--- config.mk ---
export PLATFORM = sky130hd
export DESIGN_NAME = eo_poll_status
export DESIGN_NICKNAME = d
export VERILOG_FILES = /design/src/rtl/eo_poll_pkg.sv /design/src/rtl/eo_op_fsm.sv /design/src/rtl/eo_toggle_gen.sv /design/src/rtl/eo_status_mux.sv /design/src/rtl/eo_poll_status.sv
export SDC_FILE = /design/constraint.sdc
export NUM_CORES = 1
export LEC_CHECK = 0
export ABC_CLOCK_PERIOD_IN_PS = 4500
export CORE_MARGIN = 1.5
export CORE_UTILIZATION = 30
export DETAILED_ROUTE_END_ITERATION = 6
export PLACE_DENSITY_LB_ADDON = 0.1
export SYNTH_ARGS = -nofsm -noshare
export SYNTH_HDL_FRONTEND = slang
export SYNTH_SLANG_ARGS = --single-unit
--- constraint.sdc ---
create_clock -name clk -period 4.5 [get_ports clk]
set_input_delay 0.675 -clock clk [delete_from_list [all_inputs] [get_ports clk]]
set_output_delay 0.675 -clock clk [all_outputs]
set_load 0.02 [all_outputs]
--- src/rtl/eo_poll_pkg.sv ---
// Shared types and status-word bit positions for the polling status block.
// Assumes DATA_W of the users is at least 8.
package eo_poll_pkg;
    typedef enum logic [1:0] {
        ST_IDLE = 2'd0,
        ST_BUSY = 2'd1,
        ST_SUSP = 2'd2,
        ST_FAIL = 2'd3
    } eo_state_t;

    typedef enum logic {
        OP_PROG  = 1'b0,
        OP_ERASE = 1'b1
    } eo_kind_t;

    localparam int BIT_POLL = 7;
    localparam int BIT_TGL  = 6;
    localparam int BIT_TMO  = 5;
    localparam int BIT_ETGL = 2;
    localparam int STATUS_MIN_W = 8;
endpackage

--- src/rtl/eo_op_fsm.sv ---
// Operation state tracker: follows start/done/timeout/suspend/resume/reset
// events, captures the operation context and produces the ready flag.
// Assumes event inputs are single-cycle pulses.
module eo_op_fsm
    import eo_poll_pkg::*;
#(
    parameter int SECT_W = 4
) (
    input  logic              clk,
    input  logic              rst_n,
    input  logic              op_start,
    input  eo_kind_t          op_kind,
    input  logic [SECT_W-1:0] op_sector,
    input  logic              op_data7,
    input  logic              op_done,
    input  logic              op_timeout,
    input  logic              suspend_req,
    input  logic              resume_req,
    input  logic              reset_cmd,
    output eo_state_t         st,
    output eo_kind_t          kind,
    output logic [SECT_W-1:0] sect,
    output logic              pd7,
    output logic              clr_tgl,
    output logic              ready
);
    eo_state_t         st_q, st_d;
    eo_kind_t          kind_q;
    logic [SECT_W-1:0] sect_q;
    logic              pd7_q;
    logic              ready_q;
    logic              accept;
    logic              wake;

    assign accept = (st_q == ST_IDLE) && op_start;
    assign wake   = accept || ((st_q == ST_SUSP) && resume_req);

    // Next-state selection with timeout > done > suspend priority.
    always_comb begin
        st_d = st_q;
        unique case (st_q)
            ST_IDLE: if (op_start) st_d = ST_BUSY;
            ST_BUSY: begin
                if (op_timeout)       st_d = ST_FAIL;
                else if (op_done)     st_d = ST_IDLE;
                else if (suspend_req) st_d = ST_SUSP;
            end
            ST_SUSP: if (resume_req) st_d = ST_BUSY;
            ST_FAIL: if (reset_cmd)  st_d = ST_IDLE;
            default: st_d = ST_IDLE;
        endcase
    end

    // State register.
    always_ff @(posedge clk) begin
        if (!rst_n) st_q <= ST_IDLE;
        else        st_q <= st_d;
    end

    // Capture the operation context when a start is accepted.
    always_ff @(posedge clk) begin
        if (!rst_n) begin
            kind_q <= OP_PROG;
            sect_q <= '0;
            pd7_q  <= 1'b0;
        end else if (accept) begin
            kind_q <= op_kind;
            sect_q <= op_sector;
            pd7_q  <= op_data7;
        end
    end

    // Ready flag: drops at once on start/resume, rises a cycle after idle or suspend.
    always_ff @(posedge clk) begin
        if (!rst_n)    ready_q <= 1'b1;
        else if (wake) ready_q <= 1'b0;
        else           ready_q <= (st_q == ST_IDLE) || (st_q == ST_SUSP);
    end

    assign st      = st_q;
    assign kind    = kind_q;
    assign sect    = sect_q;
    assign pd7     = pd7_q;
    assign clr_tgl = accept;
    assign ready   = ready_q;
endmodule

--- src/rtl/eo_toggle_gen.sv ---
// Read-edge detector and the two toggle flops. Toggles advance once per
// read strobe rise, not per clock. Assumes the strobe is synchronous to clk.
module eo_toggle_gen
    import eo_poll_pkg::*;
(
    input  logic      clk,
    input  logic      rst_n,
    input  logic      rd_strobe,
    input  logic      clr,
    input  eo_state_t st,
    input  eo_kind_t  kind,
    input  logic      in_sector,
    output logic      fire,
    output logic      tgl,
    output logic      etgl
);
    logic strb_q;
    logic active;

    assign fire   = rd_strobe && !strb_q;
    assign active = (st == ST_BUSY) || (st == ST_FAIL);

    // Previous strobe sample, kept through reset so edge detection is clean.
    always_ff @(posedge clk) begin
        strb_q <= rd_strobe;
    end

    // General toggle: flips on each read while running or timed out.
    always_ff @(posedge clk) begin
        if (!rst_n || clr)       tgl <= 1'b0;
        else if (fire && active) tgl <= !tgl;
    end

    // Erase toggle: flips on reads of the erased sector during any erase phase.
    always_ff @(posedge clk) begin
        if (!rst_n || clr) etgl <= 1'b0;
        else if (fire && (kind == OP_ERASE) && in_sector && (st != ST_IDLE))
            etgl <= !etgl;
    end
endmodule

--- src/rtl/eo_status_mux.sv ---
// Builds the status word and registers either it or array data on each read.
// Assumes DATA_W >= 8; upper bits of the status word are zero.
module eo_status_mux
    import eo_poll_pkg::*;
#(
    parameter int DATA_W = 16
) (
    input  logic              clk,
    input  logic              rst_n,
    input  logic              fire,
    input  eo_state_t         st,
    input  eo_kind_t          kind,
    input  logic              in_sector,
    input  logic              pd7,
    input  logic              tgl,
    input  logic              etgl,
    input  logic [DATA_W-1:0] array_data,
    output logic [DATA_W-1:0] rd_data
);
    logic              overlay;
    logic              poll_bit;
    logic [DATA_W-1:0] status_word;

    // Overlay applies when running, timed out, or reading an erase-suspended sector.
    always_comb begin
        overlay = (st == ST_BUSY) || (st == ST_FAIL) ||
                  ((st == ST_SUSP) && (kind == OP_ERASE) && in_sector);
        if (st == ST_SUSP)         poll_bit = 1'b1;
        else if (kind == OP_ERASE) poll_bit = 1'b0;
        else                       poll_bit = !pd7;
    end

    // Assemble the status word; unused bits stay zero.
    always_comb begin
        status_word           = '0;
        status_word[BIT_POLL] = poll_bit;
        status_word[BIT_TGL]  = tgl;
        status_word[BIT_TMO]  = (st == ST_FAIL);
        status_word[BIT_ETGL] = etgl;
    end

    // Output register, loaded only on a read strobe rise.
    always_ff @(posedge clk) begin
        if (!rst_n)    rd_data <= '0;
        else if (fire) rd_data <= overlay ? status_word : array_data;
    end
endmodule

--- src/rtl/eo_poll_status.sv ---
// Top of the polling status block: tracks the embedded operation, generates
// toggle bits per read and overlays the status word on the read data.
// Assumes the host presents only the sector field of the read address.
module eo_poll_status
    import eo_poll_pkg::*;
#(
    parameter int DATA_W = 16,
    parameter int SECT_W = 4
) (
    input  logic              clk,
    input  logic              rst_n,
    input  logic              op_start,
    input  logic              op_kind,
    input  logic [SECT_W-1:0] op_sector,
    input  logic              op_data7,
    input  logic              op_done,
    input  logic              op_timeout,
    input  logic              suspend_req,
    input  logic              resume_req,
    input  logic              reset_cmd,
    input  logic              rd_strobe,
    input  logic [SECT_W-1:0] rd_sect,
    input  logic [DATA_W-1:0] array_data,
    output logic [DATA_W-1:0] rd_data,
    output logic              ready
);
    localparam int WORD_OK = (DATA_W >= STATUS_MIN_W) ? 1 : 0;

    eo_state_t         st;
    eo_kind_t          kind;
    logic [SECT_W-1:0] sect;
    logic              pd7;
    logic              clr_tgl;
    logic              fire;
    logic              tgl;
    logic              etgl;
    logic              in_sector;

    // Parameter sanity check at elaboration time.
    initial begin
        if (WORD_OK == 0) $display("eo_poll_status: DATA_W below status width");
    end

    assign in_sector = (rd_sect == sect);

    eo_op_fsm #(.SECT_W(SECT_W)) u_fsm (
        .clk        (clk),
        .rst_n      (rst_n),
        .op_start   (op_start),
        .op_kind    (eo_kind_t'(op_kind)),
        .op_sector  (op_sector),
        .op_data7   (op_data7),
        .op_done    (op_done),
        .op_timeout (op_timeout),
        .suspend_req(suspend_req),
        .resume_req (resume_req),
        .reset_cmd  (reset_cmd),
        .st         (st),
        .kind       (kind),
        .sect       (sect),
        .pd7        (pd7),
        .clr_tgl    (clr_tgl),
        .ready      (ready)
    );

    eo_toggle_gen u_tgl (
        .clk      (clk),
        .rst_n    (rst_n),
        .rd_strobe(rd_strobe),
        .clr      (clr_tgl),
        .st       (st),
        .kind     (kind),
        .in_sector(in_sector),
        .fire     (fire),
        .tgl      (tgl),
        .etgl     (etgl)
    );

    eo_status_mux #(.DATA_W(DATA_W)) u_mux (
        .clk       (clk),
        .rst_n     (rst_n),
        .fire      (fire),
        .st        (st),
        .kind      (kind),
        .in_sector (in_sector),
        .pd7       (pd7),
        .tgl       (tgl),
        .etgl      (etgl),
        .array_data(array_data),
        .rd_data   (rd_data)
    );
endmodule

# [Yosys cells after proc, flatten, opt, wreduce, memory -nomap -nowiden]
# Cells that the tools add are included.
[op_classes] eq_ne=8 mux=11 reduce_logical=22
[op_table] op="2-to-1 mux 16 bit" n=1
[op_table] op="2-to-1 mux 2 bit" n=6
[op_table] op="logical AND 1 bit" n=9
[op_table] op="one-hot mux 2 bit (4 select lines)" n=1
[op_table] op="!= test 2 bit (second input constant)" n=3
[op_table] op="zero test 1 bit" n=5
[op_table] op="logical OR 1 bit" n=5
[op_table] op="== test 2 bit (second input constant)" n=2
[op_table] op="== test 4 bit" n=1
[op_table] op="!= test 4 bit (second input constant)" n=1
[op_table] op="AND reduction 4 bit" n=1
[op_table] op="2-to-1 mux 1 bit" n=3
[op_table] op="== test 2 x 1 -> 1 bit (second input constant)" n=1
[op_table] op="zero test 2 bit" n=1
[op_table] op="nonzero test 2 bit" n=1
[word_totals] reg_bits=28 inputBits=35 out_inout_bits=17 elab_cells=50

# [Logic depth before layout (Yosys ltp)]
# Gate-level depths: netlist (run 1).
[depth] ltp_word=5 depth_mapped=6 depth_no_buf=5

# [Hierarchy]
# A second synthesis (run 1) with hierarchy kept.
[hier_totals] hier_cells=125 hier_area_um2=1312.5
[by_module_without_submodules] module="eo_status_mux" n_inst=1 cells_each=70 area_each_um2=724.4
[by_module_without_submodules] module="eo_op_fsm" n_inst=1 cells_each=37 area_each_um2=412.9
[by_module_without_submodules] module="eo_toggle_gen" n_inst=1 cells_each=13 area_each_um2=127.6
[by_module_without_submodules] module="eo_poll_status" n_inst=1 cells_each=5 area_each_um2=47.5

# [Least setup slack after synthesis (run 1)]
# Ideal clock, no wire load.
[synth_path] path_type="input port to flip-flop" from="input rd_sect[2]" to="register u_mux.rd_data[5]" arrival_time_ps=1744 slack_ps=2635 stages=6 path_buffers=1 cell_sequence="xor2_1 > nor4_2 > a31oi_4 > buf_6 > a22oi_1 > a21oi_1"
[synth_via] elab_chain_cells=4
[synth_rtl] item="from (decl)" line="eo_poll_status.sv:22" source="input logic [SECT_W-1:0] rd_sect,"
[synth_rtl] item="== test 4 bit" line="eo_poll_status.sv:44" source="assign in_sector = (rd_sect == sect);"
[synth_rtl] item="logical AND 1 bit" line="eo_status_mux.sv:27" source="((st == ST_SUSP) && (kind == OP_ERASE) && in_sector);"
[synth_rtl] item="logical OR 1 bit" line="eo_status_mux.sv:26" source="overlay = (st == ST_BUSY) || (st == ST_FAIL) ||"
[synth_rtl] item="2-to-1 mux 16 bit" line="eo_status_mux.sv:45" source="else if (fire) rd_data <= overlay ? status_word : array_data;"
[synth_rtl] item="to (signal assigned)" line="eo_status_mux.sv:45"
[synth_rtl] item="to (decl)" line="eo_status_mux.sv:18" source="output logic [DATA_W-1:0] rd_data"
# No other way between the ends.
# A chain may end at the register's enable or synchronous reset.

# [Final worst setup path (run 1)]
[layout_path] from="input rd_strobe" to="register u_tgl.etgl"
[layout_via] elab_chain_cells=4
[layout_rtl] item="from (decl)" line="eo_poll_status.sv:21" source="input logic rd_strobe,"
[layout_rtl] item="logical AND 1 bit" line="eo_toggle_gen.sv:20" source="assign fire = rd_strobe && !strb_q;"
[layout_rtl] item="logical AND 1 bit (3 in a row)" line="eo_toggle_gen.sv:37" source="else if (fire && (kind == OP_ERASE) && in_sector && (st != ST_IDLE))"
[layout_rtl] item="to (signal assigned)" line="eo_toggle_gen.sv:38" source="etgl <= !etgl;"
[layout_rtl] item="to (decl)" line="eo_toggle_gen.sv:15" source="output logic etgl"
# No other way between the ends.

==> results of run 1 <==
==> layout make-up <==
class	count	area share, %
Sequential cell	28	30.9
Clock inverter	1	1.66
Inverter	2	0.414
Tap cell	50	3.45
Clock buffer	3	2.28
Multi-Input combinational cell	86	32.7
Timing Repair Buffer	52	28.6
==> cells by family after synthesis <==
kind of cell	after synthesis
simple gates	42
compound gates	29
flops	28
buf+inv	11
mux	9
xor+xnor	6
==> worst paths after layout <==
check	startpoint	to	slack (ns)
worst max-delay path	rd_strobe	u_tgl.etgl	2.06
worst min-delay path	u_tgl.tgl	u_tgl.tgl	0.54
worst max register to register	u_tgl.strb_q	u_tgl.etgl	2.64
worst min register to register	u_tgl.tgl	u_tgl.tgl	0.54
==> power by group through the flow <==
stage	clock, mW	combinational (mW)	sequential, mW
floorplan	0	0.0580	0.283
global placement	0	0.108	0.279
detailed placement	0	0.109	0.279
CTS	0.204	0.109	0.274
global route	0.215	0.118	0.276
finish	0.197	0.108	0.274
==> cells in the final DEF, fill, tap and decap left out, drive strengths merged <==
cell,count
a21oi,4
a22oi,1
a31oi,15
buf,1
bufinv,1
clkbuf,3
clkdlybuf4s50,51
dfxtp,28
inv,2
mux2,1
mux2i,8
nand2,3
nand2b,1
nor2,3
nor2b,32
nor3b,2
nor4,1
o2111ai,1
o211ai,2
o21ai,6
xor2,6
==> through the flow <==
stage                     area (um2)  util [%]  std cells  total power [mW]  worst slack (ns)
after floorplan                 1250         -        125             0.341              2.64
after global placement          1740      43.5        218             0.387              1.82
after detailed placement        1740      43.5        218             0.388              1.76
after CTS                       1810      45.3        222             0.587              2.06
after global routing            1810      45.3        222             0.609              1.87
final                           1810      45.3        222             0.578              2.06
==> worst max-delay path, cell delays in order <==
cell	delay, ns
sky130_fd_sc_hd__clkdlybuf4s50_1	0.47
sky130_fd_sc_hd__nor2b_2	0.93
sky130_fd_sc_hd__o2111ai_1	0.27
sky130_fd_sc_hd__xor2_1	0.22
sky130_fd_sc_hd__nor2_1	0.09
==> flip-flops by register name, summed over array words and instances, names as in the netlist <==
register / count
u_tgl.etgl: 1
u_tgl.tgl: 1
u_fsm.st: 2
u_fsm.ready: 1
u_fsm.kind: 1
u_fsm.sect: 4
u_tgl.strb_q: 1
u_fsm.pd7: 1
u_mux.rd_data: 16
==> layer usage <==
layer | vias to the layer above | GRT usage, % | share of wire [%] | routed length (um)
met3 | 5 | 5.17 | 7.5 | 198
met2 | 32 | 21.0 | 46 | 1200
met4 | 0 | 5.10 | 1.2 | 31
met1 | 449 | 14.0 | 46 | 1200
li1 | 521 | - | - | -
met5 | - | 0 | 0 | 0
==> synthesized netlist by cell type (2+ instances only) <==
cell	n	share of area [%]
sky130_fd_sc_hd__nor2b_1	32	16
sky130_fd_sc_hd__dfxtp_1	28	45
sky130_fd_sc_hd__a31oi_1	14	7.0
sky130_fd_sc_hd__mux2i_1	8	6.4
sky130_fd_sc_hd__o21ai_0	6	2.4
sky130_fd_sc_hd__xor2_1	6	4.2
sky130_fd_sc_hd__a21oi_1	4	1.6
sky130_fd_sc_hd__nand2_1	3	0.90
sky130_fd_sc_hd__nor2_1	3	0.90
sky130_fd_sc_hd__buf_2	2	0.80
sky130_fd_sc_hd__buf_4	2	1.2
sky130_fd_sc_hd__clkbuf_1	2	0.60
sky130_fd_sc_hd__inv_1	2	0.60
sky130_fd_sc_hd__nor3b_1	2	1.2
sky130_fd_sc_hd__o211ai_1	2	1.2
==> impl_summary.txt, run 1 <==
----------------------------------------------------
[Clock network]
  Clock tree from TritonCTS ... done
  Post-CTS Setup Inserts ... 0
  CTS Sinks ... 28
  Deepest level of the CTS H-tree ... 1
  Hold buffer count at cts ... 0
  CTS root buf ... sky130_fd_sc_hd__clkbuf_8
  TritonCTS buffer count ... 3
  Clock tree buffer depth ... 2
  Clock Pin Slew Worst Setup and Hold Paths ... 0.09 ns
  Number of gates resized after cts ... 0
  Clock latency at the later pin of the worst-skew pair ... 0.27 ns

[Logic synthesis]
  Syn Inst Count ... 125
  Most used flip-flop cell after synthesis ... sky130_fd_sc_hd__dfxtp_1
  Dominant combinational cell family by area after synthesis ... simple AND/OR/NAND/NOR gates
  Average size of a mapped cell ... 9.99 um2
  Combined area of all synthesized cells ... 1250 um2
  Synthesis Warnings ... 0
  Netlist cell types ... 24
  Sequential fraction of the synthesis area ... 44.9%
  Asr flop ratio synth ... 0%
  Net count after synthesis ... 160
  #FFs+latches synth ... 28
  Number of enable-type register cells in the synthesized netlist ... 0
  Xor-xnor portion of the synthesized cell area ... 4.21%
  Simple-gate area share of the yosys netlist ... 20.5%
  Complex-gate fraction of the synthesized area ... 15.2%
  Adder-cell share of the synthesized area ... 0%
  Fraction of synthesized area in multiplexers ... 7.31%

[Drt]
  Average vias per placed instance ... 4.54
  DR iter-0 viols ... 22
  Total detailed-routing wirelength ... 2.63 mm
  Post-detailed-route count of antenna-violating nets ... 0
  DRC ... 0
  Number of vias in the routed layout ... 1,007
  DR pass1 iterations ... 4
  Post-DR wirelength/cell ... 11.9 um

[Layout]
  Fraction of final layout cells with drive strength greater than 1 ... 5.23%
  Ant diodes ... 0
  Number of inserted filler cells in the final layout ... 391
  Area of the multi-input gates ... 593 um2
  Final #Nets ... 208
  FF+latch area ... 561 um2
  Area added between synthesis and finish ... 45.2%

[Timing]
  Final Max Tran Viols ... 0
  Fmax achieved ... 410 MHz
  Transition time at the pin with the least slew margin ... 1.17 ns
  Unrepaired setup endpoints after global routing ... no
  Worst clock skew on the final layout ... 0.00460 ns
  Slew HR ... 21.9%
  Final worst-path cycle share ... 54.1%
  Time the final worst path needs with I/O delays and setup ... 2.44 ns
  Smallest hold slack ... 0.538 ns
  Setup-violating endpoint count in the final report ... 0
  Final hold viol count ... 0
  Setup TNS after final layout ... 0 ns

[Pwr]
  Pleak ... 0.672 nW
  Clock power share ... 34.0%
  Switching component of the power ... 134 uW
  Combinational cell fraction of total power ... 18.7%
  Pint ... 444 uW
  Sequential group share of total power ... 47.3%
  Power density normalized to cell area ... 319 nW/um2
  Maximum vdd drop ... 212 uV
  Net switching share of the total power ... 23.2%

[Worst setup path]
  Number of cells on the worst reg-to-reg path ... 4
  Required time at the endpoint of the critical path ... 4.72 ns
  Critical setup path kind ... input pin to register
  Highest fanout seen on the critical path ... 35
  Type of origin of the critical path ... input pin
  Endpoint kind of the worst setup timing path ... register
  Arrival time of the worst setup path ... 2.65 ns

[Floorplan]
  Area of the die ... 4560 um2
  Initial Utilization ... 31.2%
  Die width ... 67.5 um
  Number of placement rows ... 23
  Die height ... 67.5 um
  Top-Level Pins ... 52
  Area of the core ... 4000 um2

[Outcome]
  Result of the run ... complete, no violations

[Worst hold path]
  Class of the worst hold path ... register to register
  Worst hold path depth ... 2

[Global route]
  Via count of the first global-routing pass ... 974
  Global-route wire length before repair ... 4.24 mm
  Largest net degree at the start of global routing ... 36
  Tot GR Track Use ... 12.5%
  Gr ovfl total ... 0
  Antenna violations before repair ... 0

[Placement]
  Placer congestion estimate ... 0.674
  IO Port Bufs ... 51
  Detailed placer's ending HPWL ... 1.84 mm

[Run]
  Max-cap violations ... 0

----------------------------------------------------
Power figures use the tool's default switching activity.
==> inputs of run 2 (changes only) <==
--- a/config.mk
+++ b/config.mk
@@ -5,7 +5,7 @@
 export SDC_FILE = /design/constraint.sdc
 export NUM_CORES = 1
 export LEC_CHECK = 0
-export ABC_CLOCK_PERIOD_IN_PS = 4500
+export ABC_CLOCK_PERIOD_IN_PS = 2500
 export CORE_MARGIN = 1.5
 export CORE_UTILIZATION = 30
 export DETAILED_ROUTE_END_ITERATION = 6
==> constraint.sdc (replaced) <==
create_clock -name clk -period 2.5 [get_ports clk]
set_input_delay 0.375 -clock clk [delete_from_list [all_inputs] [get_ports clk]]
set_output_delay 0.375 -clock clk [all_outputs]
set_load 0.02 [all_outputs]
==> impl_summary.txt, run 2 (same netlist as run 1, synthesis figures left out) <==
----------------------------------------------------
[Outcome]
  Result of the run ... complete, no violations

[Layout]
  Final Instance Count excl. Fillers ... 223
  Max FFs per register ... 16
  Leading cell type in the layout, fill and taps excluded ... sky130_fd_sc_hd__clkdlybuf4s50_1
  Commonest cells after routing, fill and taps aside ... sky130_fd_sc_hd__clkdlybuf4s50_1 (51), sky130_fd_sc_hd__nor2b_1 (31), sky130_fd_sc_hd__dfxtp_1 (28), sky130_fd_sc_hd__a31oi_1 (14), sky130_fd_sc_hd__mux2i_1 (8)
  Number of inserted filler cells in the final layout ... 389
  Area added between synthesis and finish ... 45.8%
  Fraction of final layout cells with drive strength greater than 1 ... 5.78%
  Ant diodes ... 0
  Final #Nets ... 209
  Register name with the most flops ... u_mux.rd_data
  Final standard cell utilization of the core ... 45.5%

[Pwr]
  Power density normalized to cell area ... 574 nW/um2
  Maximum vdd drop ... 216 uV
  Pleak ... 0.677 nW

[Clock network]
  Number of gates resized after cts ... 0
  Clock tree from TritonCTS ... done
  CTS root buf ... sky130_fd_sc_hd__clkbuf_8
  TritonCTS buffer count ... 3
  Clock tree buffer depth ... 2
  CTS Sinks ... 28
  Deepest level of the CTS H-tree ... 1
  Hold buffer count at cts ... 0
  Post-CTS Setup Inserts ... 0
  Clock Pin Slew Worst Setup and Hold Paths ... 0.10 ns
  Clock latency at the later pin of the worst-skew pair ... 0.27 ns

[Worst setup path]
  Largest delay contributor family on the critical path ... compound AO/OA/AOI/OAI gates
  Arrival time of the worst setup path ... 1.96 ns
  Endpoint kind of the worst setup timing path ... register
  Worst setup startpoint ... rd_sect[2]
  Critical setup path kind ... input pin to register
  Highest fanout seen on the critical path ... 16
  Worst R2R Start ... u_fsm.sect[2]
  Worst reg2reg path endpoint ... u_mux.rd_data[5]
  R2R setup slack ... 0.86 ns
  Required time at the endpoint of the critical path ... 2.65 ns
  Combined buffer and inverter count along the critical path ... 1
  Number of cells on the worst reg-to-reg path ... 5
  Type of origin of the critical path ... input pin
  Library cell contributing the largest single delay on the critical path ... sky130_fd_sc_hd__nor4_2
  Crit-path cells ... clkdlybuf4s50_1, xor2_1, nor4_2, a31oi_4, a22oi_1, a21oi_1
  Endpoint of the most critical setup path ... u_mux.rd_data[5]
  Stages on the worst setup path ... 6
  Critical path's largest stage delay ... 0.42 ns

[Drt]
  Total detailed-routing wirelength ... 2.69 mm
  DRC ... 0
  DR pass1 iterations ... 4
  Post-detailed-route count of antenna-violating nets ... 0
  Average vias per placed instance ... 4.52
  Post-DR wirelength/cell ... 12.1 um
  DR iter-0 viols ... 44
  Number of vias in the routed layout ... 1,009

[Placement]
  Detailed placer's ending HPWL ... 1.89 mm
  Placer congestion estimate ... 0.704
  Setup slack at placement ... 0.372 ns
  IO Port Bufs ... 51
  Cell total after placement ... 219

[Timing]
  Unrepaired setup endpoints after global routing ... no
  Time the final worst path needs with I/O delays and setup ... 1.81 ns
  Setup TNS after final layout ... 0 ns
  Setup-violating endpoint count in the final report ... 0
  Transition time at the pin with the least slew margin ... 0.744 ns
  Final worst-path cycle share ... 72.3%
  Worst clock skew on the final layout ... 0.00432 ns
  Slew HR ... 50.3%
  Smallest hold slack ... 0.535 ns
  Post-layout worst setup margin ... 0.692 ns
  Final Max Tran Viols ... 0
  Final hold viol count ... 0
  Fmax achieved ... 553 MHz

[Floorplan]
  Initial Utilization ... 31.2%
  Number of placement rows ... 23
  Area of the core ... 4000 um2
  Die height ... 67.5 um
  Area of the die ... 4560 um2
  Top-Level Pins ... 52
  Die width ... 67.5 um

[Global route]
  Tot GR Track Use ... 12.4%
  Via count of the first global-routing pass ... 979
  Antenna violations before repair ... 0
  Fraction of met3 tracks used by global routing ... 2.83%
  Global-route wire length before repair ... 4.21 mm
  Met1 demand-to-capacity share in global routing ... 15.2%
  GR met2 Demand/Resource ... 20.3%
  Busiest grt layer ... met2
  Gr ovfl total ... 0
  Largest net degree at the start of global routing ... 36

[Worst hold path]
  Class of the worst hold path ... register to register

[Run]
  Max-cap violations ... 0

----------------------------------------------------
[run 2: worst min path at each step]
stage | startpoint | end | slack [ns] | cells after the start
3_5_place_dp | u_tgl.etgl | u_tgl.etgl | 0.50 | 2
5_1_grt | rd_strobe | u_tgl.strb_q | 0.56 | 1
4_1_cts | u_fsm.pd7 | u_fsm.pd7 | 0.54 | 2
3_3_place_gp | u_tgl.etgl | u_tgl.etgl | 0.51 | 2
6_report | u_tgl.etgl | u_tgl.etgl | 0.53 | 2
2_1_floorplan | rd_strobe | u_tgl.strb_q | 0.40 | 0
[run 2: worst min-delay path: stages (launching register included)]
cell and delay [ns]:
sky130_fd_sc_hd__dfxtp_1 0.36, sky130_fd_sc_hd__xor2_1 0.07, sky130_fd_sc_hd__nor2_1 0.07
[run 2: routing by layer]
metal  share of wire, %  up-vias
met4                1.3        0
met2                 47       31
met1                 45      451
met3                6.6        4
li1                   -      523
met5                  0        -
[run 2: through the flow]
| stage | cell area [um2] | total power, mW |
|---|---|---|
| 4_1_cts | 1820 | 1.06 |
| 5_1_grt | 1820 | 1.10 |
| 6_report | 1820 | 1.05 |
| 2_1_floorplan | 1250 | 0.615 |
| 3_5_place_dp | 1750 | 0.700 |
| 3_3_place_gp | 1750 | 0.698 |
[run 2: layout make-up]
| class | count | area [um2] | share of cell area [%] |
|---|---|---|---|
| timing repair buffer | 53 | 526 | 28.9 |
| inverter | 2 | 7.51 | 0.412 |
| clock buffer | 3 | 41.3 | 2.27 |
| tap | 50 | 62.6 | 3.44 |
| sequential | 28 | 561 | 30.8 |
| multi-input combinational | 86 | 593 | 32.6 |
| clock inverter | 1 | 30.0 | 1.65 |
[run 2: power breakdown]
group | leakage, nW | internal, mW | switching [mW]
sequential | 0.230 | 0.471 | 0.0207
combinational | 0.412 | 0.114 | 0.0815
clock | 0.0357 | 0.214 | 0.143
